<file path="src/rtl/laneBridgePkg.sv">
package laneBridgePkg;

  localparam int LANES  = 2;
  localparam int LANE_W = 8;

  typedef enum logic [1:0] {
    CYC_IDLE   = 2'b00,
    CYC_ACTIVE = 2'b01,
    CYC_DONE   = 2'b11
  } cycState_t;

  typedef struct packed {
    logic             busy;     // ACTIVE or DONE
    logic             wrPhase;  // ACTIVE and write
    logic             rdPhase;  // busy and read
    logic             wrDrive;  // busy and write
    logic [LANES-1:0] laneSel;  // requested lanes, system order
  } laneCtl_t;

endpackage

</file>
<file path="src/rtl/bridgeCtrl.sv">
module bridgeCtrl
  import laneBridgePkg::*;
#(
  parameter int SYNC_STAGES = 2
) (
  input  logic     clk,
  input  logic     rst,
  input  logic     cpuAddrStbN,
  input  logic     cpuUpperStbN,
  input  logic     cpuLowerStbN,
  input  logic     cpuRdWr,
  input  logic     sysReady,
  output laneCtl_t ctl,
  output logic     cpuAckN
);

  localparam int LAST = SYNC_STAGES - 1;

  logic [SYNC_STAGES-1:0] stbSync;
  logic                   stbLowSync;
  cycState_t              state;
  cycState_t              stateNext;

  // Synchroniser, preset high (deasserted) in reset.
  always_ff @(posedge clk) begin
    if (rst) stbSync <= '1;
    else     stbSync <= {stbSync[SYNC_STAGES-2:0], cpuAddrStbN};
  end

  assign stbLowSync = ~stbSync[LAST];

  always_comb begin
    stateNext = state;
    unique case (state)
      CYC_IDLE:   if (stbLowSync) stateNext = CYC_ACTIVE;
      CYC_ACTIVE: if (sysReady)   stateNext = CYC_DONE;
      CYC_DONE:   if (!stbLowSync) stateNext = CYC_IDLE;
      default:    stateNext = CYC_IDLE;
    endcase
  end

  always_ff @(posedge clk) begin
    if (rst) state <= CYC_IDLE;
    else     state <= stateNext;
  end

  logic inActive;
  logic busy;
  logic [LANES-1:0] laneReq;

  assign inActive = (state == CYC_ACTIVE);
  assign busy     = (state != CYC_IDLE);

  // System lane 0 is the even byte (upper strobe), lane 1 the odd byte.
  assign laneReq = {~cpuLowerStbN, ~cpuUpperStbN};

  always_comb begin
    ctl.busy    = busy;
    ctl.wrPhase = inActive & ~cpuRdWr;
    ctl.rdPhase = busy & cpuRdWr;
    ctl.wrDrive = busy & ~cpuRdWr;
    ctl.laneSel = laneReq;
  end

  assign cpuAckN = ~(state == CYC_DONE);

  // without ready the controller never leaves ACTIVE
  a_r3_wait_for_ready: assert property (@(posedge clk) disable iff (rst)
    (state == CYC_ACTIVE && !sysReady) |=> (state == CYC_ACTIVE));

  // no cycle starts while the synchronised strobe is high
  a_r2_idle_holds: assert property (@(posedge clk) disable iff (rst)
    (state == CYC_IDLE && stbSync[LAST]) |=> (state == CYC_IDLE));

  // DONE persists until the synchronised strobe rises
  a_r4_done_holds: assert property (@(posedge clk) disable iff (rst)
    (state == CYC_DONE && !stbSync[LAST]) |=> (state == CYC_DONE));

endmodule

</file>
<file path="src/rtl/bridgeDatapath.sv">
module bridgeDatapath
  import laneBridgePkg::*;
#(
  parameter int ADDR_W = 24
) (
  input  logic                      clk,
  input  logic                      rst,
  input  laneCtl_t                  ctl,
  input  logic [ADDR_W-2:0]         cpuAddr,
  input  logic [LANES*LANE_W-1:0]   cpuDataIn,
  output logic [LANES*LANE_W-1:0]   cpuDataOut,
  output logic [LANES-1:0]          cpuDataOutEn,
  output logic [ADDR_W-1:0]         sysAddr,
  output logic [LANES*LANE_W-1:0]   sysDataOut,
  output logic [LANES-1:0]          sysDataOutEn,
  input  logic [LANES*LANE_W-1:0]   sysDataIn,
  output logic [LANES-1:0]          sysWrStb,
  output logic                      sysRdStb
);

  assign sysAddr  = {cpuAddr, 1'b0};
  assign sysRdStb = ctl.rdPhase & (|ctl.laneSel);

  for (genvar i = 0; i < LANES; i++) begin : g_lane
    // System lane i pairs with processor lane (LANES-1-i): big-endian swap.
    localparam int C = LANES - 1 - i;
    logic sysEn;
    logic cpuEn;

    assign sysEn = ctl.wrDrive & ctl.laneSel[i];
    assign cpuEn = ctl.rdPhase & ctl.laneSel[i];

    assign sysWrStb[i]     = ctl.wrPhase & ctl.laneSel[i];
    assign sysDataOutEn[i] = sysEn;
    assign cpuDataOutEn[C] = cpuEn;

    assign sysDataOut[i*LANE_W +: LANE_W] =
      sysEn ? cpuDataIn[C*LANE_W +: LANE_W] : '0;
    assign cpuDataOut[C*LANE_W +: LANE_W] =
      cpuEn ? sysDataIn[i*LANE_W +: LANE_W] : '0;
  end

  // a lane is never driven toward both sides at once
  a_r8_one_direction: assert property (@(posedge clk) disable iff (rst)
    !((|sysDataOutEn) && (|cpuDataOutEn)));

  // write and read strobes are exclusive
  a_r5_wr_excl_rd: assert property (@(posedge clk) disable iff (rst)
    !((|sysWrStb) && sysRdStb));

endmodule

</file>
<file path="src/rtl/laneBridge.sv">
module laneBridge
  import laneBridgePkg::*;
#(
  parameter int ADDR_W      = 24,
  parameter int SYNC_STAGES = 2
) (
  input  logic                    clk,
  input  logic                    rst,
  input  logic [ADDR_W-2:0]       cpuAddr,
  input  logic                    cpuRdWr,
  input  logic                    cpuAddrStbN,
  input  logic                    cpuUpperStbN,
  input  logic                    cpuLowerStbN,
  input  logic [LANES*LANE_W-1:0] cpuDataIn,
  output logic [LANES*LANE_W-1:0] cpuDataOut,
  output logic [LANES-1:0]        cpuDataOutEn,
  output logic                    cpuAckN,
  output logic [ADDR_W-1:0]       sysAddr,
  output logic [LANES*LANE_W-1:0] sysDataOut,
  output logic [LANES-1:0]        sysDataOutEn,
  input  logic [LANES*LANE_W-1:0] sysDataIn,
  output logic [LANES-1:0]        sysWrStb,
  output logic                    sysRdStb,
  input  logic                    sysReady
);

  laneCtl_t ctl;

  bridgeCtrl #(.SYNC_STAGES(SYNC_STAGES)) ctrl_i (
    .clk(clk), .rst(rst),
    .cpuAddrStbN(cpuAddrStbN), .cpuUpperStbN(cpuUpperStbN),
    .cpuLowerStbN(cpuLowerStbN), .cpuRdWr(cpuRdWr),
    .sysReady(sysReady), .ctl(ctl), .cpuAckN(cpuAckN)
  );

  bridgeDatapath #(.ADDR_W(ADDR_W)) dp_i (
    .clk(clk), .rst(rst), .ctl(ctl),
    .cpuAddr(cpuAddr), .cpuDataIn(cpuDataIn),
    .cpuDataOut(cpuDataOut), .cpuDataOutEn(cpuDataOutEn),
    .sysAddr(sysAddr), .sysDataOut(sysDataOut),
    .sysDataOutEn(sysDataOutEn), .sysDataIn(sysDataIn),
    .sysWrStb(sysWrStb), .sysRdStb(sysRdStb)
  );

  // acknowledge only ever falls right after ready was seen
  a_r4_ack_after_ready: assert property (@(posedge clk) disable iff (rst)
    $fell(cpuAckN) |-> $past(sysReady));

  // no write strobe while the acknowledge is out
  a_r5_no_write_in_done: assert property (@(posedge clk) disable iff (rst)
    !cpuAckN |-> (sysWrStb == '0));

endmodule

</file>
<file path="config.mk">
export PLATFORM = sky130hd
export DESIGN_NAME = laneBridge
export DESIGN_NICKNAME = d
export VERILOG_FILES = /design/src/rtl/laneBridgePkg.sv /design/src/rtl/bridgeCtrl.sv /design/src/rtl/bridgeDatapath.sv /design/src/rtl/laneBridge.sv
export SDC_FILE = /design/constraint.sdc
export NUM_CORES = 1
export LEC_CHECK = 0
export ABC_AREA = 1
export BUFFER_PORTS_ARGS = -buffer_cell sky130_fd_sc_hd__buf_2
export CAP_MARGIN = 20
export CORE_ASPECT_RATIO = 0.6
export CORE_MARGIN = 3
export CORE_UTILIZATION = 29
export CTS_CLUSTER_SIZE = 20
export DETAILED_ROUTE_END_ITERATION = 10
export PLACE_DENSITY = 0.86
export SLEW_MARGIN = 10
export SYNTH_ARGS = -nofsm -noshare
export SYNTH_HDL_FRONTEND = slang
export SYNTH_SLANG_ARGS = --single-unit
</file>
<file path="constraint.sdc">
create_clock -name clk -period 1.46 [get_ports clk]
set_input_delay 0.073 -clock clk [delete_from_list [all_inputs] [get_ports clk]]
set_output_delay 0.073 -clock clk [all_outputs]
set_load 0.01 [all_outputs]
</file>
; Word-level counts from Yosys, hierarchy flattened
; Cells that the tools add are included.
[totals]
in_bits = 62
output_inout_bits = 64
regBits = 4
[op_classes]
n_bitwise = 14
muxes = 8
n_eq_ne = 5
n_reduce_logical = 4
[ops]
columns = operator, n
row1 = 8-bit two-way mux, 4
row2 = 1-bit bitwise AND, 10
row3 = 2-bit two-way mux, 3
row4 = 2-bit case mux with 3 select lines, 1
row5 = "2-bit != test, second input constant", 2
row6 = 1-bit inverter, 4
row7 = 3-bit AND reduction, 1
row8 = "2-bit by 1-bit equality test with 1-bit output, second input constant", 1
row9 = "2-bit equality test, second input constant", 1
row10 = 2-bit logical NOT, 1
row11 = "2-bit by 1-bit != test with 1-bit output, second input constant", 1
row12 = 2-bit nonzero test, 1
row13 = 2-bit OR reduction, 1

; Depth between registers and ports, before layout
; Gate-level depths: netlist of the first run.
[logic_depth]
depth_word = 4
mapped_depth = 5

; Cells and area by module
; Synthesis of the first run repeated with hierarchy kept, for this count alone.
[unflattened]
hier_cells = 131
area_unflattened_um2 = 689.4
[modules_own_cells]
columns = mod, area_per_inst_um2, seq_area_each_um2, instances, cells_per_inst
row1 = bridgeDatapath, 513.0, 0.0, 1, 106
row2 = bridgeCtrl, 176.4, 80.1, 1, 25

; Worst setup path before layout of the first run
; OpenSTA, ideal clock, no wires.
[synth_timing]
path_kind = flip-flop to output port
startpoint = reg ctrl_i.state[0]
endpoint = out cpuDataOut[10]
slack_ps = 515
arrival_time_ps = 872
path_stages_with_launch = 5
required_ps = 1387
cell_sequence = dfxtp_1 -> inv_2 -> nand2_4 -> nand3_4 -> nor2_1
[synth_via]
elab_chain_cells = 4
[synth_lines]
columns = element, line_no
row1 = from (decl), bridgeCtrl.sv:21  ; cycState_t state;
row2 = from (signal assigned), bridgeCtrl.sv:44  ; else state <= stateNext;
row3 = 2-bit nonzero test, bridgeCtrl.sv:52  ; assign busy = (state != CYC_IDLE);
row4 = 1-bit bitwise AND, bridgeCtrl.sv:60  ; ctl.rdPhase = busy & cpuRdWr;
row5 = 1-bit bitwise AND, bridgeDatapath.sv:31  ; assign cpuEn = ctl.rdPhase & ctl.laneSel[i];
row6 = 8-bit two-way mux, bridgeDatapath.sv:40  ; cpuEn ? sysDataIn[i*LANE_W +: LANE_W] : '0;
row7 = to (decl), laneBridge.sv:15  ; output logic [LANES*LANE_W-1:0] cpuDataOut,
; No other way between the ends.

; Worst setup path after layout of the first run
[layout_timing]
startpoint = reg ctrl_i.state[0]
endpoint = out cpuDataOut[8]
; The elaborated chain is that of the path after synthesis.

==> impl_results.md, run 1 <==
* Outcome: complete, no violations
* P per Cell Area at between 400 and 500 nW/um^2
* Post-CTS Setup Inserts at 0
* Hold Fails Final Rpt at 0
* Total track usage at 0.111
* RSZ-0062 raised after global routing: false
* Startpoint Class: flip-flop
* Critical-path top delay cell: dfxtp_1
* Critical path class: reg -> out
* Die area at ~3100 um^2
* TritonCTS buffer count at 3
* Pins Over Slew Limit at 0
* Vias in the first global route at approximately 690
* Tightest Hold Check Type: in -> reg
* Worst setup skew after layout at around 0.0024 ns
* Nets at roughly 240
* CP max FO at 10
* Clock root buffer: clkbuf_8
* ANT cells at 0
* Initial Utilization at 0.318
* Largest family of logic cells by synthesized area: buffers and inverters
* DRC Markers at 0
* VDD IR-drop max at between 0.5 and 0.6 mV
* H-tree depth at 1
* Fillers at ~240
* Largest net degree at the start of global routing at 11
* Yosys top cell by area: buf_4
* Mux contribution to synthesized area at 0
* Element type at the critical path end: primary output
* DR vias/cell at approximately 3.8
* Post-synthesis compound-gate area fraction at 0.0244
* Seq cells post-synth at 4
* GPL Wtd Cong at around 0.75
* Setup Viol. Count Final at 0
* Share of post-route cells with drive strength above 1 at 0.500
* First-pass GRT wire length at roughly 2.8 mm
* Resized Gates After CTS at 0
* Post-synth top area share at 0.293
* Crit share post-route at 0.886
* Antenna Nets Post-Route at 0
* Fin crit period at approximately 1.3 ns
* Setup_tns at 0 ns
* Worst Path Buf+Inv at 2
* I/O Buffers at 78
* Clock Tree Buf Depth at 2
* Total vias in the final route at a little under 800
* CP peak stage delay at 0.43 ns
* Util after Layout at 0.432
* Cells along the critical path: inv_2, nand2_4, nand3_4, nor2_1, buf_2
* Synth top area cells: buf_4 (29%), inv_1 (21%), nor2_1 (17%), dfxtp_1 (11%), nand3_4 (9.8%)
* Ys Warns at 0
* Leak Pwr at slightly below 0.8 nW
* WL/cell at 8.45 um
* Distinct cell type count after synthesis at 14
* Simple-gate share of the synthesized area at 0.347
* Hpwl dp at around 1.5 mm
* CTS tree: yes
* Clock slew at reported path FFs at approximately 0.03 ns
* Drt pass-1 iters at 3
* Syn Inst Count at roughly 130
* Seq/Total Area, Yosys at 0.111
* Initial drt markers at 7
* Synth Net Count at 187
* Core Area at 2260 um^2
* GRT overflow at 0
* Mean Syn Cell Area at about 5.7 um^2
* Die W at 70.2 um
* Data arrival, critical path at 1.22 ns
* XOR/XNOR Fraction of Synth Area at 0
* Hold_buf cts at 0
* Post-Syn Area at 718 um^2
* Initial antenna violation count at 0
* Clk_lat worst skew at between 0.2 and 0.25 ns
* Ports at ~130
* Final WL at between 1.5 and 2 mm
* Row count at 13
* Max frequency at just under 800 MHz
* Adder-cell share of the synthesized area at 0
* Max Cap Viol at 0
* CP top delay family: flip-flops
* Area grow syn2layout at 36.1%
* Hold_ws at approximately 0.041 ns
* Critical Path RT at roughly 1.4 ns
* Number of clock sinks at 4
* Height of the die at 44.5 um
metal layers:
metal | global-route usage | routed length, um
met1 | 0.124 | 686
met2 | 0.160 | 689
met3 | 0.0635 | 343
met4 | 0.0802 | 40
met5 | 0 | 0
through the flow:
step / setup WS (ns) / total power (W) / area, um^2 / cells
after floorplan: 0.515 / 0.000253 / 718 / 125
after global placement: 0.391 / 0.000253 / 936 / 205
after detailed placement: 0.382 / 0.000257 / 936 / 205
after CTS: 0.150 / 0.000491 / 977 / 208
after global routing: 0.0453 / 0.000524 / 977 / 208
final: 0.166 / 0.000483 / 977 / 208
area by class of cell:
cell class                 count  area [um^2]  area share
sequential                     4         80.1      0.0819
inverter                      42          158       0.161
tap                           30         37.5      0.0384
multi-input combinational     51          270       0.277
timing repair buffer          78          390       0.399
clock buffer                   3         41.3      0.0423
cells in the final DEF (no fill, tap or decap):
master,synthesis,layout
nand2_4,1,1
buf_2,0,78
a21oi_1,2,2
nor2_1,33,33
dfxtp_1,4,4
nand3_1,2,2
nand3_4,4,4
or2_2,2,2
conb_1,1,1
o21bai_1,1,1
nand2_1,3,3
inv_1,41,41
clkbuf_8,0,3
inv_2,1,1
nor3_1,2,2
cells in the mapped netlist:
library cell,instances
a21oi_1,2
nand3_1,2
buf_4,28
o21bai_1,1
nand2_1,3
inv_2,1
nor3_1,2
or2_2,2
inv_1,41
dfxtp_1,4
nand3_4,4
nor2_1,33
conb_1,1
nand2_4,1
kinds of logic after synthesis:
family                 after synthesis
buffers and inverters               70
and+or+nand+nor                     47
DFF                                  4
AOI/OAI and AO/OA                    3
other                                1
worst paths after layout:
| path | endpoint | slack [ns] | cells past startpoint | start |
|---|---|---|---|---|
| max | cpuDataOut[8] | 0.17 | 5 | ctrl_i.state[0]$_SDFFE_PP0P_ |
| min | ctrl_i.stbSync[0]$_SDFF_PP1_ | 0.04 | 2 | cpuAddrStbN |
| min reg2reg | ctrl_i.stbSync[1]$_SDFF_PP1_ | 0.41 | 1 | ctrl_i.stbSync[0]$_SDFF_PP1_ |
| max reg2reg | ctrl_i.state[1]$_SDFFE_PP0P_ | 0.67 | 3 | ctrl_i.state[1]$_SDFFE_PP0P_ |
sequential cells by signal, summed over array words and instances (netlist names):
signal,cells
ctrl_i.state,2
ctrl_i.stbSync,2
power by group:
group	internal, W	leakage, nW	switching [W]
combinational	0.0000651	0.714	0.0000707
sequential	0.000115	0.0329	0.00000364
clock	0.000175	0.0216	0.0000532
No activity file was read; power rests on OpenSTA's default activity.
==> inputs of run 2 (changes only) <==
- RECOVER_POWER: not set -> 50
- SKIP_LAST_GASP: not set -> 1
==> run 2 against run 1 <==
  * Power shrank 0.14%
  * Critical path type unchanged
  * Critical path depth did not move
  * Wire length is 0.28% lower
  * Sequential power about the same
==> impl_results.md, run 2 (same netlist as run 1, synthesis figures left out) <==
* Outcome: complete, no violations
* Leak Pwr at 0.756 nW
* Post-CTS Setup Inserts at 0
* Clk_lat worst skew at ~0.21 ns
* Most frequent cells in the layout: buf_2 (74), inv_1 (41), nor2_1 (33)
* Hold_buf cts at 0
* First-pass GRT wire length at roughly 2.8 mm
* Hold Fails Final Rpt at 0
* Antenna Nets Post-Route at 0
* CTS tree: yes
* Largest net degree at the start of global routing at 11
* Total track usage at 0.111
* VDD IR-drop max at between 0.5 and 0.6 mV
* Drt pass-1 iters at 2
* Number of clock sinks at 4
* Share of post-route cells with drive strength above 1 at 0.478
* Data arrival, critical path at between 1 and 1.5 ns
* Tightest Hold Check Type: in -> reg
* Hpwl dp at 1.51 mm
* Most Used Layer, Global Route: met2
* Initial antenna violation count at 0
* Area grow syn2layout at 35.4%
* Clock slew at reported path FFs at approximately 0.030 ns
* Total vias in the final route at 796
* Ports at 126
* Core Area at 2260 um^2
* P per Cell Area at between 400 and 500 nW/um^2
* Clock Tree Buf Depth at 2
* DP Cell Count at approximately 210
* Setup Viol. Count Final at 0
* WL/cell at roughly 8.4 um
* Die area at ~3100 um^2
* Final WL at ~1.8 mm
* Met1 usage at 0.124
* H-tree depth at 1
* Commonest non-fill, non-tap cell in the layout: buf_2
* Height of the die at ~45 um
* Max frequency at slightly below 800 MHz
* Initial drt markers at 8
* Initial Utilization at 0.318
* TritonCTS buffer count at 3
* Worst setup skew after layout at around 0.0024 ns
* DRC Markers at 0
* Nets at roughly 240
* RSZ-0062 raised after global routing: false
* Resized Gates After CTS at 0
* DR vias/cell at roughly 3.8
* Critical path class: reg -> out
* Setup_tns at 0 ns
* Vias in the first global route at 686
* Grt met2 use at 0.160
* Element type at the critical path end: primary output
* Die W at ~70 um
* Startpoint Class: flip-flop
* Row count at 13
* Post-route insts no fill at ~210
* Pins Over Slew Limit at 0
* M3 GR Usage at 0.0635
* ANT cells at 0
* Clock root buffer: clkbuf_8
* GRT overflow at 0
* Util after Layout at 0.430
* Fin crit period at between 1 and 1.5 ns
* I/O Buffers at 78
* Hold_ws at between 0.04 and 0.05 ns
* Max Cap Viol at 0
* GPL Wtd Cong at 0.745
* Largest registers: ctrl_i.state: 2 flops, ctrl_i.stbSync: 2 flops
* CP max FO at 10
* Critical Path RT at about 1.4 ns
* Power consumption at 0.000482 W
* Crit share post-route at 0.886
==> run 2: cell count changes in the layout (fill, tap and decap cells not counted), sizes merged <==
cell	change
clkbuf	+4
buf	-4
==> run 2: area by class of cell <==
type	instances	area, um^2
clock buffers	3	41.3
fillers	243	1290
inverters	42	158
multi-input cells	51	270
flip-flops and latches	4	80.1
well taps	30	37.5
repair buffers	78	385
==> run 2: worst paths after layout <==
kind | end | startpoint | slack, ns | depth (start not counted)
hold / removal | ctrl_i.stbSync[0]$_SDFF_PP1_ | cpuAddrStbN | 0.04 | 2
hold reg to reg | ctrl_i.stbSync[1]$_SDFF_PP1_ | ctrl_i.stbSync[0]$_SDFF_PP1_ | 0.41 | 1
setup reg to reg | ctrl_i.state[1]$_SDFFE_PP0P_ | ctrl_i.state[1]$_SDFFE_PP0P_ | 0.67 | 3
setup / recovery | cpuDataOut[8] | ctrl_i.state[0]$_SDFFE_PP0P_ | 0.17 | 5
==> run 2: worst max-delay path, cell delays in order, from the launching register on <==
cell and delay, ns:
dfxtp_1 0.43, inv_2 0.07, nand2_4 0.12, nand3_4 0.14, nor2_1 0.11, buf_2 0.13
==> run 2: per-stage QoR <==
step                setup WS (ns)  area [um^2]
floorplan                   0.515          718
global placement            0.391          936
detailed placement          0.382          936
CTS                         0.150          977
global route               0.0453          972
finish                      0.167          972
==> run 2: metal layers <==
layer | vias to the layer above | share of wire
met5 | - | 0
met4 | 0 | 0.023
met3 | 4 | 0.19
met2 | 72 | 0.39
met1 | 299 | 0.39
li1 | 421 | -
==> run 2: where the power goes <==
group / internal, W / leakage [nW] / total (W) / switching (W)
Clock: 0.000175 / 0.0216 / 0.000229 / 0.0000532
Combinational: 0.0000644 / 0.702 / 0.000135 / 0.0000707
Sequential: 0.000115 / 0.0329 / 0.000118 / 0.00000363
